**src/rtl/tlp_dec_pkg.sv**
```systemverilog
package tlp_dec_pkg;

    localparam int DW_W   = 32;
    localparam int ADDR_W = 64;

    typedef enum logic [4:0] {
        K_MRD    = 5'd0,
        K_MWR    = 5'd1,
        K_MRDLK  = 5'd2,
        K_IORD   = 5'd3,
        K_IOWR   = 5'd4,
        K_CFG0RD = 5'd5,
        K_CFG0WR = 5'd6,
        K_CFG1RD = 5'd7,
        K_CFG1WR = 5'd8,
        K_CPL    = 5'd9,
        K_CPLD   = 5'd10,
        K_CPLLK  = 5'd11,
        K_CPLDLK = 5'd12,
        K_FADD   = 5'd13,
        K_SWAP   = 5'd14,
        K_CAS    = 5'd15,
        K_DMWR   = 5'd16,
        K_MSG    = 5'd17,
        K_MSGD   = 5'd18,
        K_PREFIX = 5'd19,
        K_NONE   = 5'd31
    } kind_e;

    typedef enum logic [2:0] {
        LAY_NONE = 3'd0,
        LAY_REQ  = 3'd1,
        LAY_CFG  = 3'd2,
        LAY_CPL  = 3'd3,
        LAY_MSG  = 3'd4
    } layout_e;

    typedef struct packed {
        kind_e       kind;
        logic        unsup;
        logic        np;
        logic [2:0]  hdr_len;
        logic        hdr4;
        logic        data;
        layout_e     lay;
    } cls_t;

    localparam cls_t CLS_RESET = '{kind: K_NONE, unsup: 1'b0, np: 1'b0,
                                   hdr_len: 3'd1, hdr4: 1'b0, data: 1'b0,
                                   lay: LAY_NONE};

    function automatic cls_t classify(input logic [2:0] fmt, input logic [4:0] typ);
        cls_t c;
        logic four;
        logic wdat;
        four = fmt[0];
        wdat = fmt[1];
        c = CLS_RESET;
        if (fmt[2]) begin
            if (fmt == 3'b100) begin
                c.kind = K_PREFIX;
            end else begin
                c.unsup = 1'b1;
            end
        end else begin
            c.hdr_len = four ? 3'd4 : 3'd3;
            c.hdr4    = four;
            c.data    = wdat;
            if (typ[4:3] == 2'b10) begin
                c.kind = wdat ? K_MSGD : K_MSG;
                c.lay  = LAY_MSG;
            end else begin
                case (typ)
                    5'b00000: begin
                        c.kind = wdat ? K_MWR : K_MRD;
                        c.np   = !wdat;
                        c.lay  = LAY_REQ;
                    end
                    5'b00001: begin
                        c.unsup = wdat;
                        c.kind  = K_MRDLK;
                        c.np    = 1'b1;
                        c.lay   = LAY_REQ;
                    end
                    5'b00010: begin
                        c.unsup = four;
                        c.kind  = wdat ? K_IOWR : K_IORD;
                        c.np    = 1'b1;
                        c.lay   = LAY_REQ;
                    end
                    5'b00100: begin
                        c.unsup = four;
                        c.kind  = wdat ? K_CFG0WR : K_CFG0RD;
                        c.np    = 1'b1;
                        c.lay   = LAY_CFG;
                    end
                    5'b00101: begin
                        c.unsup = four;
                        c.kind  = wdat ? K_CFG1WR : K_CFG1RD;
                        c.np    = 1'b1;
                        c.lay   = LAY_CFG;
                    end
                    5'b01010: begin
                        c.unsup = four;
                        c.kind  = wdat ? K_CPLD : K_CPL;
                        c.lay   = LAY_CPL;
                    end
                    5'b01011: begin
                        c.unsup = four;
                        c.kind  = wdat ? K_CPLDLK : K_CPLLK;
                        c.lay   = LAY_CPL;
                    end
                    5'b01100: begin
                        c.unsup = !wdat;
                        c.kind  = K_FADD;
                        c.np    = 1'b1;
                        c.lay   = LAY_REQ;
                    end
                    5'b01101: begin
                        c.unsup = !wdat;
                        c.kind  = K_SWAP;
                        c.np    = 1'b1;
                        c.lay   = LAY_REQ;
                    end
                    5'b01110: begin
                        c.unsup = !wdat;
                        c.kind  = K_CAS;
                        c.np    = 1'b1;
                        c.lay   = LAY_REQ;
                    end
                    5'b11011: begin
                        c.unsup = !wdat;
                        c.kind  = K_DMWR;
                        c.np    = 1'b1;
                        c.lay   = LAY_REQ;
                    end
                    default: c.unsup = 1'b1;
                endcase
            end
        end
        if (c.unsup) begin
            c.kind = K_NONE;
            c.np   = 1'b0;
            c.lay  = LAY_NONE;
        end
        return c;
    endfunction

endpackage

```
**src/rtl/tlp_beat_tracker.sv**
```systemverilog
module tlp_beat_tracker
    import tlp_dec_pkg::*;
(
    input  logic            clk,
    input  logic            rst,
    input  logic            in_valid,
    input  logic            in_sop,
    input  logic            in_eop,
    input  logic [DW_W-1:0] in_dw,
    output logic            hdr_fire,
    output logic            hdr_trunc,
    output cls_t            cls_cur,
    output logic [DW_W-1:0] dw1_q,
    output logic [DW_W-1:0] dw2_q
);

    logic       busy_q;
    logic [2:0] idx_q;
    cls_t       cls_q;
    cls_t       cls_new;
    logic [2:0] idx_eff;
    logic       live;
    logic       at_end;

    always_comb begin
        cls_new   = classify(in_dw[31:29], in_dw[28:24]);
        cls_cur   = in_sop ? cls_new : cls_q;
        idx_eff   = in_sop ? 3'd0 : idx_q;
        live      = in_valid && (in_sop || busy_q);
        at_end    = live && (idx_eff == (cls_cur.hdr_len - 3'd1));
        hdr_fire  = at_end;
        hdr_trunc = live && in_eop && !at_end;
    end

    always_ff @(posedge clk) begin
        if (rst) begin
            busy_q <= 1'b0;
            idx_q  <= 3'd0;
            cls_q  <= CLS_RESET;
            dw1_q  <= '0;
            dw2_q  <= '0;
        end else if (live) begin
            if (in_sop) begin
                cls_q <= cls_new;
            end
            if (at_end || in_eop) begin
                busy_q <= 1'b0;
            end else begin
                busy_q <= 1'b1;
                idx_q  <= idx_eff + 3'd1;
            end
            if (idx_eff == 3'd1) begin
                dw1_q <= in_dw;
            end
            if (idx_eff == 3'd2) begin
                dw2_q <= in_dw;
            end
        end
    end

endmodule

```
**src/rtl/tlp_field_capture.sv**
```systemverilog
module tlp_field_capture
    import tlp_dec_pkg::*;
#(
    parameter bit CAPTURE_CFG = 1'b1,
    parameter bit CAPTURE_CPL = 1'b1,
    parameter bit CAPTURE_MSG = 1'b1
) (
    input  logic              clk,
    input  logic              rst,
    input  logic              commit,
    input  layout_e           lay,
    input  logic              hdr4,
    input  logic [DW_W-1:0]   w1,
    input  logic [DW_W-1:0]   w2,
    input  logic [DW_W-1:0]   w3,
    output logic [15:0]       req_id,
    output logic [7:0]        req_tag,
    output logic [3:0]        first_be,
    output logic [3:0]        last_be,
    output logic [ADDR_W-1:0] req_addr,
    output logic [7:0]        cfg_bus,
    output logic [4:0]        cfg_dev,
    output logic [2:0]        cfg_func,
    output logic [3:0]        cfg_ext_reg,
    output logic [5:0]        cfg_reg,
    output logic [15:0]       cpl_id,
    output logic [2:0]        cpl_status,
    output logic              cpl_bcm,
    output logic [11:0]       cpl_byte_cnt,
    output logic [6:0]        cpl_low_addr,
    output logic [7:0]        msg_code
);

    logic id_from_w1;
    logic id_from_w2;

    assign id_from_w1 = commit && (lay == LAY_REQ || lay == LAY_CFG || lay == LAY_MSG);
    assign id_from_w2 = commit && (lay == LAY_CPL);

    always_ff @(posedge clk) begin
        if (rst) begin
            req_id   <= '0;
            req_tag  <= '0;
            first_be <= '0;
            last_be  <= '0;
            req_addr <= '0;
        end else begin
            if (id_from_w1) begin
                req_id  <= w1[31:16];
                req_tag <= w1[15:8];
            end else if (id_from_w2) begin
                req_id  <= w2[31:16];
                req_tag <= w2[15:8];
            end
            if (commit && (lay == LAY_REQ || lay == LAY_CFG)) begin
                first_be <= w1[7:4];
                last_be  <= w1[3:0];
            end
            if (commit && lay == LAY_REQ) begin
                req_addr <= hdr4 ? {w2, w3} : {{(ADDR_W-DW_W){1'b0}}, w2};
            end
        end
    end

    generate
        if (CAPTURE_CFG) begin : g_cfg
            always_ff @(posedge clk) begin
                if (rst) begin
                    cfg_bus     <= '0;
                    cfg_dev     <= '0;
                    cfg_func    <= '0;
                    cfg_ext_reg <= '0;
                    cfg_reg     <= '0;
                end else if (commit && lay == LAY_CFG) begin
                    cfg_bus     <= w2[31:24];
                    cfg_dev     <= w2[23:19];
                    cfg_func    <= w2[18:16];
                    cfg_ext_reg <= w2[11:8];
                    cfg_reg     <= w2[7:2];
                end
            end
        end else begin : g_no_cfg
            assign cfg_bus     = '0;
            assign cfg_dev     = '0;
            assign cfg_func    = '0;
            assign cfg_ext_reg = '0;
            assign cfg_reg     = '0;
        end

        if (CAPTURE_CPL) begin : g_cpl
            always_ff @(posedge clk) begin
                if (rst) begin
                    cpl_id       <= '0;
                    cpl_status   <= '0;
                    cpl_bcm      <= 1'b0;
                    cpl_byte_cnt <= '0;
                    cpl_low_addr <= '0;
                end else if (commit && lay == LAY_CPL) begin
                    cpl_id       <= w1[31:16];
                    cpl_status   <= w1[15:13];
                    cpl_bcm      <= w1[12];
                    cpl_byte_cnt <= w1[11:0];
                    cpl_low_addr <= w2[6:0];
                end
            end
        end else begin : g_no_cpl
            assign cpl_id       = '0;
            assign cpl_status   = '0;
            assign cpl_bcm      = 1'b0;
            assign cpl_byte_cnt = '0;
            assign cpl_low_addr = '0;
        end

        if (CAPTURE_MSG) begin : g_msg
            always_ff @(posedge clk) begin
                if (rst) begin
                    msg_code <= '0;
                end else if (commit && lay == LAY_MSG) begin
                    msg_code <= w1[7:0];
                end
            end
        end else begin : g_no_msg
            assign msg_code = '0;
        end
    endgenerate

endmodule

```
**src/rtl/tlp_hdr_decoder.sv**
```systemverilog
module tlp_hdr_decoder
    import tlp_dec_pkg::*;
#(
    parameter bit CAPTURE_CFG = 1'b1,
    parameter bit CAPTURE_CPL = 1'b1,
    parameter bit CAPTURE_MSG = 1'b1
) (
    input  logic         clk,
    input  logic         rst,
    input  logic         in_valid,
    input  logic         in_sop,
    input  logic         in_eop,
    input  logic [31:0]  in_dw,
    output logic         dec_done,
    output logic         dec_trunc,
    output logic         dec_unsup,
    output logic [4:0]   dec_kind,
    output logic         dec_nonposted,
    output logic         dec_hdr_4dw,
    output logic         dec_has_data,
    output logic [15:0]  req_id,
    output logic [7:0]   req_tag,
    output logic [3:0]   first_be,
    output logic [3:0]   last_be,
    output logic [63:0]  req_addr,
    output logic [7:0]   cfg_bus,
    output logic [4:0]   cfg_dev,
    output logic [2:0]   cfg_func,
    output logic [3:0]   cfg_ext_reg,
    output logic [5:0]   cfg_reg,
    output logic [15:0]  cpl_id,
    output logic [2:0]   cpl_status,
    output logic         cpl_bcm,
    output logic [11:0]  cpl_byte_cnt,
    output logic [6:0]   cpl_low_addr,
    output logic [7:0]   msg_code
);

    logic            hdr_fire;
    logic            hdr_trunc;
    cls_t            cls_cur;
    logic [DW_W-1:0] dw1_q;
    logic [DW_W-1:0] dw2_q;
    logic [DW_W-1:0] hdr_w2;
    logic            commit;

    tlp_beat_tracker u_track (
        .clk       (clk),
        .rst       (rst),
        .in_valid  (in_valid),
        .in_sop    (in_sop),
        .in_eop    (in_eop),
        .in_dw     (in_dw),
        .hdr_fire  (hdr_fire),
        .hdr_trunc (hdr_trunc),
        .cls_cur   (cls_cur),
        .dw1_q     (dw1_q),
        .dw2_q     (dw2_q)
    );

    assign hdr_w2 = cls_cur.hdr4 ? dw2_q : in_dw;
    assign commit = hdr_fire && !cls_cur.unsup;

    tlp_field_capture #(
        .CAPTURE_CFG (CAPTURE_CFG),
        .CAPTURE_CPL (CAPTURE_CPL),
        .CAPTURE_MSG (CAPTURE_MSG)
    ) u_cap (
        .clk          (clk),
        .rst          (rst),
        .commit       (commit),
        .lay          (cls_cur.lay),
        .hdr4         (cls_cur.hdr4),
        .w1           (dw1_q),
        .w2           (hdr_w2),
        .w3           (in_dw),
        .req_id       (req_id),
        .req_tag      (req_tag),
        .first_be     (first_be),
        .last_be      (last_be),
        .req_addr     (req_addr),
        .cfg_bus      (cfg_bus),
        .cfg_dev      (cfg_dev),
        .cfg_func     (cfg_func),
        .cfg_ext_reg  (cfg_ext_reg),
        .cfg_reg      (cfg_reg),
        .cpl_id       (cpl_id),
        .cpl_status   (cpl_status),
        .cpl_bcm      (cpl_bcm),
        .cpl_byte_cnt (cpl_byte_cnt),
        .cpl_low_addr (cpl_low_addr),
        .msg_code     (msg_code)
    );

    always_ff @(posedge clk) begin
        if (rst) begin
            dec_done      <= 1'b0;
            dec_trunc     <= 1'b0;
            dec_unsup     <= 1'b0;
            dec_kind      <= K_NONE;
            dec_nonposted <= 1'b0;
            dec_hdr_4dw   <= 1'b0;
            dec_has_data  <= 1'b0;
        end else begin
            dec_done  <= hdr_fire;
            dec_trunc <= hdr_trunc;
            if (hdr_fire) begin
                dec_unsup     <= cls_cur.unsup;
                dec_kind      <= cls_cur.kind;
                dec_nonposted <= cls_cur.np;
                dec_hdr_4dw   <= cls_cur.hdr4;
                dec_has_data  <= cls_cur.data;
            end
        end
    end

endmodule

```
**config.mk**
```make
export PLATFORM = sky130hd
export DESIGN_NAME = tlp_hdr_decoder
export DESIGN_NICKNAME = d
export VERILOG_FILES = /design/src/rtl/tlp_dec_pkg.sv /design/src/rtl/tlp_beat_tracker.sv /design/src/rtl/tlp_field_capture.sv /design/src/rtl/tlp_hdr_decoder.sv
export SDC_FILE = /design/constraint.sdc
export NUM_CORES = 1
export LEC_CHECK = 0
export ABC_AREA = 1
export BUFFER_PORTS_ARGS = -buffer_cell sky130_fd_sc_hd__buf_2
export CORE_MARGIN = 2
export CORE_UTILIZATION = 45
export DETAILED_ROUTE_END_ITERATION = 12
export GPL_TIMING_DRIVEN = 0
export PLACE_DENSITY = 0.72
export SYNTH_ARGS = -nofsm -noshare
export SYNTH_HDL_FRONTEND = slang
export SYNTH_SLANG_ARGS = --single-unit
export TNS_END_PERCENT = 5
```
**constraint.sdc**
```tcl
create_clock -name clk -period 2.6 [get_ports clk]
set_input_delay 0.26 -clock clk [delete_from_list [all_inputs] [get_ports clk]]
set_output_delay 0.26 -clock clk [all_outputs]
set_load 0.05 [all_outputs]
```
==> results of run 1 <==
[critical path, stage by stage, from the launching register on]
cell and delay (ns):
dfxtp_1 0.31, o21ai_0 0.22, clkbuf_1 0.38, inv_1 0.25, nand3_1 0.29, clkbuf_1 0.39, clkbuf_1 0.40, a21oi_1 0.13
[where the power goes]
part / total [mW] / switching, mW / internal, mW
logic: 0.773 / 0.582 / 0.191
registers: 4.15 / 0.0382 / 4.11
clock network: 3.86 / 1.59 / 2.27
total: 8.78 / 2.21 / 6.57
[kinds of logic (layout without fill, tap and decap cells)]
group,after synthesis,count (layout),share of synthesized area (%)
AOI/OAI and AO/OA,475,475,23.6
and+or+nand+nor,399,399,16.4
DFF,263,263,51.2
buffers and inverters,190,458,7.97
adders and majority gates,4,4,0.487
xor gates and xnor gates,3,3,0.256
[metal layers]
metal  part of all wire [%]  global-route usage [%]
met1                     43                    36.7
met4                    3.3                    9.88
met5                      0                       0
met2                     45                    43.9
met3                    8.4                    4.82
[cells in the final DEF (no fill, tap or decap), types with 4 or more instances in the layout]
master / instances
inv_2: 10
clkinv_2: 7
dfxtp_1: 263
buf_2: 243
o21ai_0: 246
nand3_1: 74
buf_4: 13
buf_6: 6
inv_1: 83
nor2_1: 144
clkbuf_16: 29
ha_1: 4
a21oi_1: 201
nand4_1: 5
clkbuf_1: 54
nand2_1: 157
o21ai_1: 12
nor2_4: 5
[path summary, 6_finish.rpt]
kind,start,cells after the start,slack (ns),endpoint
max,u_track.busy_q,7,0.1,u_track.dw1_q[22]
min,in_dw[7],3,0.01,u_track.dw2_q[7]
max reg2reg,u_track.busy_q,7,0.1,u_track.dw1_q[22]
min reg2reg,u_track.idx_q[1],2,0.46,u_track.idx_q[1]
[cell type report]
class | count | area (sq um) | area share, %
Buffer | 94 | 464 | 3.66
Clock buffer | 34 | 764 | 6.03
Clock inverter | 11 | 114 | 0.897
Inverter | 96 | 360 | 2.84
Multi-Input combinational cell | 881 | 4210 | 33.2
Sequential cell | 263 | 5270 | 41.5
Tap cell | 285 | 357 | 2.81
Timing Repair Buffer | 223 | 1150 | 9.09
[through the flow]
| step | worst slack, ns | hold WS (ns) | area [sq um] | std cells | util, % |
|---|---|---|---|---|---|
| 5_1_grt | -0.0822 | 0.0177 | 12700 | 1887 | 56.4 |
| 3_3_place_gp | -0.563 | 0.444 | 11700 | 1834 | 52.0 |
| 3_5_place_dp | -0.645 | 0.450 | 11700 | 1834 | 52.0 |
| 6_report | 0.0989 | 0.0136 | 12700 | 1887 | 56.4 |
| 2_1_floorplan | 0.251 | 0.403 | 10300 | 1334 | - |
| 4_1_cts | 0.00271 | 0.00673 | 12600 | 1882 | 56.1 |
[what timing repair did]
action	4_1_cts	5_1_grt
hold endpoints to repair	2	0
hold buffers	2	0
pin swaps	1	3
cloned	0	0
setup buffers	1	5
setup endpoints to repair	84	123
resized for setup	4	4
==> flow_metrics.env, run 1 <==
export IMPL_status="completed"
export IMPL_ys_types=36
export IMPL_antenna_found_initial=1
export IMPL_fillers=2105
export IMPL_power_mw=8.78
export IMPL_wire_per_inst_um=18.0
export IMPL_p_per_area_nw_per_um2=692
export IMPL_first_iter_violations=884
export IMPL_grt_max_degree=14
export IMPL_io_pin_count=217
export IMPL_top_regs="u_cap.req_addr (64), u_track.dw1_q (32), u_track.dw2_q (32)"
export IMPL_vias=10200
export IMPL_cts_tree="built"
export IMPL_fin_crit_ns=2.50
export IMPL_ys_seq_elements=263
export IMPL_top_register="u_cap.req_addr"
export IMPL_start_kind="flip-flop"
export IMPL_fin_crit_sh_pct=96.2
export IMPL_critPathArrivalTime_ns=2.91
export IMPL_clkTransAtPathRegs_ns=0.06
export IMPL_drv_cap=0
export IMPL_io_buffers=215
export IMPL_synth_edf_count=0
export IMPL_post_dp_hpwl_mm=25.6
export IMPL_worst_setup_path_type="flip-flop to flip-flop"
export IMPL_synthCells=1334
export IMPL_hold_violations=0
export IMPL_insertion_delay_ns=0.54
export IMPL_end_kind="flip-flop"
export IMPL_fin_worst_skew_ns=0.00927
export IMPL_first_global_vias=9503
export IMPL_ir_drop_uv=451
export IMPL_grt_overflow=0
export IMPL_final_setup_tns_ns=0
export IMPL_largest_reg_flops=64
export IMPL_via_per_inst=5.42
export IMPL_gp_congestion=0.903
export IMPL_drv_slew=0
export IMPL_start_util_pct=45.7
export IMPL_dieWidth_um=155
export IMPL_cts_root_buffer="clkbuf_16"
export IMPL_setup_viol=0
export IMPL_worstPathMaxFanout=10
export IMPL_slew_headroom_pct=46.3
export IMPL_synth_top_cell_area_share_pct=51.2
export IMPL_yosysSeqAreaShare_pct=51.2
export IMPL_ys_top_cells_by_area="dfxtp_1, o21ai_0, a21oi_1"
export IMPL_yosys_warnings=0
export IMPL_n_antenna_cell=0
export IMPL_grt_pass1_wl_mm=51.8
export IMPL_synth_most_common_cell="dfxtp_1"
export IMPL_nets=1628
export IMPL_core_sq_um=22500
export IMPL_rsz0062_at_grt="true"
export IMPL_ant_nets=0
export IMPL_synth_area_per_cell_sq_um=7.71
export IMPL_synth_common_cells="dfxtp_1, o21ai_0, a21oi_1"
export IMPL_dr_pass1_iters=7
export IMPL_tightestPinTransition_ns=0.798
export IMPL_numCtsBuffers=28
export IMPL_synth_area_sq_um=10300
export IMPL_syn_nets=1375
export IMPL_area_growth_pct=23.4
export IMPL_ys_flop_type="dfxtp_1"
export IMPL_max_freq_ghz=0.400
export IMPL_hold_path_class="primary input to flip-flop"
export IMPL_htree_levels=1
export IMPL_dieArea_sq_um=24100
export IMPL_required_ns=3.01
export IMPL_async_reset_ff_share_pct=0
export IMPL_drc=0
export IMPL_rows=55
export IMPL_p_leak_nw=5.90
export IMPL_routed_wl_mm=33.9
export IMPL_grt_usage_pct=27.2
export IMPL_cts_buffer_depth=3
export IMPL_die_height_um=155
export IMPL_layout_drive_gt1_share_pct=21.0
export IMPL_yosys_area_top_type="dfxtp_1"
export IMPL_cts_sinks=263
Note: power is estimated with default switching activity, not from simulation.
==> run 2: changes to the inputs <==
==> constraint.sdc (replaced) <==
create_clock -name clk -period 2.6 [get_ports clk]
set_input_delay 0 -clock clk [delete_from_list [all_inputs] [get_ports clk]]
set_output_delay 0 -clock clk [all_outputs]
set_load 0.05 [all_outputs]
==> run 2 against run 1 <==
Setup slack better by 0.00075 ns. Power grew 0.67%. Clock skew grew 0.00078 ns. Flip-flop and latch count is the same. Highest routed layer unchanged. Wire length increased by 1.7%. Register-to-register slack about the same.
==> flow_metrics.env, run 2 (synthesized netlist as in run 1, its figures left out) <==
export IMPL_grt_usage_pct=27.5
export IMPL_io_buffers=215
export IMPL_power_frac_clock_pct=43.8
export IMPL_tightestPinTransition_ns=0.800
export IMPL_critPathArrivalTime_ns=2.91
export IMPL_ant_nets=0
export IMPL_hold_violations=0
export IMPL_multi_input_area_sq_um=4210
export IMPL_final_cell_mix="dfxtp_1, o21ai_0, buf_2"
export IMPL_numCtsBuffers=28
export IMPL_cp_slowest_stage_delay_ns=0.40
export IMPL_cell_internal_pwr_mw=6.60
export IMPL_cpMostUsedCell="clkbuf_1"
export IMPL_worst_setup_path_type="flip-flop to flip-flop"
export IMPL_p_comb_share_pct=9.3
export IMPL_setup_viol=0
export IMPL_pre_cts_ws_ns=-0.385
export IMPL_gp_congestion=0.903
export IMPL_antenna_found_initial=0
export IMPL_start_kind="flip-flop"
export IMPL_core_sq_um=22500
export IMPL_seq_power_share_pct=46.9
export IMPL_n_antenna_cell=0
export IMPL_worstPathMaxFanout=10
export IMPL_cts_sinks=263
export IMPL_vias=10400
export IMPL_drc=0
export IMPL_rows=55
export IMPL_post_dp_hpwl_mm=25.6
export IMPL_insertion_delay_ns=0.54
export IMPL_top_regs="u_cap.req_addr (64), u_track.dw1_q (32), u_track.dw2_q (32)"
export IMPL_fin_ws_ns=0.0996
export IMPL_holdWs_ns=0.0613
export IMPL_p_per_area_nw_per_um2=677
export IMPL_routed_wl_mm=34.5
export IMPL_wire_per_inst_um=17.9
export IMPL_cts_root_buffer="clkbuf_16"
export IMPL_grt_max_degree=14
export IMPL_dr_max_layer_used="met4"
export IMPL_wl_met1_mm=15.1
export IMPL_htree_levels=1
export IMPL_cts_tree="built"
export IMPL_postLayoutCoreUtil_pct=58.1
export IMPL_drv_cap=0
export IMPL_dieWidth_um=155
export IMPL_fillers=2059
export IMPL_p_sw_mw=2.24
export IMPL_path_delay_family="buffers and inverters"
export IMPL_layout_drive_gt1_share_pct=20.9
export IMPL_dieArea_sq_um=24100
export IMPL_swShare_pct=25.3
export IMPL_grt_overflow=0
export IMPL_crit_slowest_cell="clkbuf_1"
export IMPL_nets=1665
export IMPL_max_freq_ghz=0.400
export IMPL_top_register="u_cap.req_addr"
export IMPL_met3_length_mm=2.54
export IMPL_p_leak_nw=6.06
export IMPL_required_ns=3.01
export IMPL_hold_path_class="primary input to flip-flop"
export IMPL_area_growth_pct=27.1
export IMPL_fin_crit_sh_pct=96.2
export IMPL_die_height_um=155
export IMPL_grt_pass1_wl_mm=52.5
export IMPL_final_setup_tns_ns=0
export IMPL_place_inst=1834
export IMPL_dr_pass1_iters=6
export IMPL_cp_cell_sequence="o21ai_0, clkbuf_1, inv_1, nand3_1, clkbuf_1, clkbuf_1, a21oi_1"
export IMPL_final_common_cell="dfxtp_1"
export IMPL_via_per_inst=5.41
export IMPL_status="completed"
export IMPL_first_global_vias=9682
export IMPL_first_iter_violations=919
export IMPL_slew_headroom_pct=46.1
export IMPL_worst_path_buf_inv=4
export IMPL_drv_slew=0
export IMPL_start_util_pct=45.7
export IMPL_fin_crit_ns=2.50
export IMPL_wl_met2_mm=15.7
export IMPL_end_kind="flip-flop"
export IMPL_instances_no_fill=1924
export IMPL_ir_drop_uv=452
export IMPL_seq_area_sq_um=5270
export IMPL_rsz0062_at_grt="true"
export IMPL_clkTransAtPathRegs_ns=0.06
export IMPL_io_pin_count=217
export IMPL_largest_reg_flops=64
export IMPL_fin_worst_skew_ns=0.0101
export IMPL_cts_buffer_depth=3
[run 2: final timing paths]
kind | start | endpoint | slack, ns | cells after the start
setup / recovery | u_track.busy_q | u_track.dw1_q[22] | 0.1 | 7
hold / removal | in_sop | u_track.cls_q[10] | 0.06 | 6
setup reg to reg | u_track.busy_q | u_track.dw1_q[22] | 0.1 | 7
hold reg to reg | u_track.idx_q[1] | u_track.idx_q[1] | 0.46 | 2
[run 2: cell type report]
cell class              count  share of cell area, %
flip-flops and latches    263                   40.3
plain buffers              94                   3.66
clock inverters            11                  0.871
well taps                 285                   2.73
inverters                  96                   2.76
multi-input cells         881                   32.2
repair buffers            260                   11.6
clock buffers              34                   5.85
[run 2: metrics by stage]
step	power (mW)	instance area, sq um
6_report	8.84	13100
5_1_grt	9.10	13100
4_1_cts	8.83	13000
2_1_floorplan	4.73	10300
3_5_place_dp	4.98	11700
3_3_place_gp	4.97	11700
[run 2: what timing repair did]
item	in CTS	in global routing
hold buffers	35	1
pin swaps	1	3
endpoints found under the hold margin	101	1
buffers inserted	1	8
gates resized for setup	4	13
endpoints found under the setup margin	84	126
[run 2: power by group through the flow]
stage / clock network, mW / registers, mW / logic, mW
after floorplan: 0 / 4.37 / 0.362
after global placement: 0 / 4.23 / 0.739
after detailed placement: 0 / 4.23 / 0.746
after CTS: 3.89 / 4.15 / 0.794
after global routing: 4.07 / 4.15 / 0.885
final: 3.87 / 4.15 / 0.821
[run 2: worst register-to-register path, stage by stage, from the launching register on]
cell and delay (ns):
dfxtp_1 0.31, o21ai_0 0.23, clkbuf_1 0.38, inv_1 0.25, nand3_1 0.29, clkbuf_1 0.37
clkbuf_1 0.40, a21oi_1 0.13
[run 2: metal layers]
| layer | track usage, % | vias to the layer above |
|---|---|---|
| li1 | - | 5040 |
| met1 | 37.1 | 4869 |
| met2 | 44.6 | 440 |
| met3 | 4.65 | 68 |
| met4 | 9.92 | 0 |
| met5 | 0 | - |
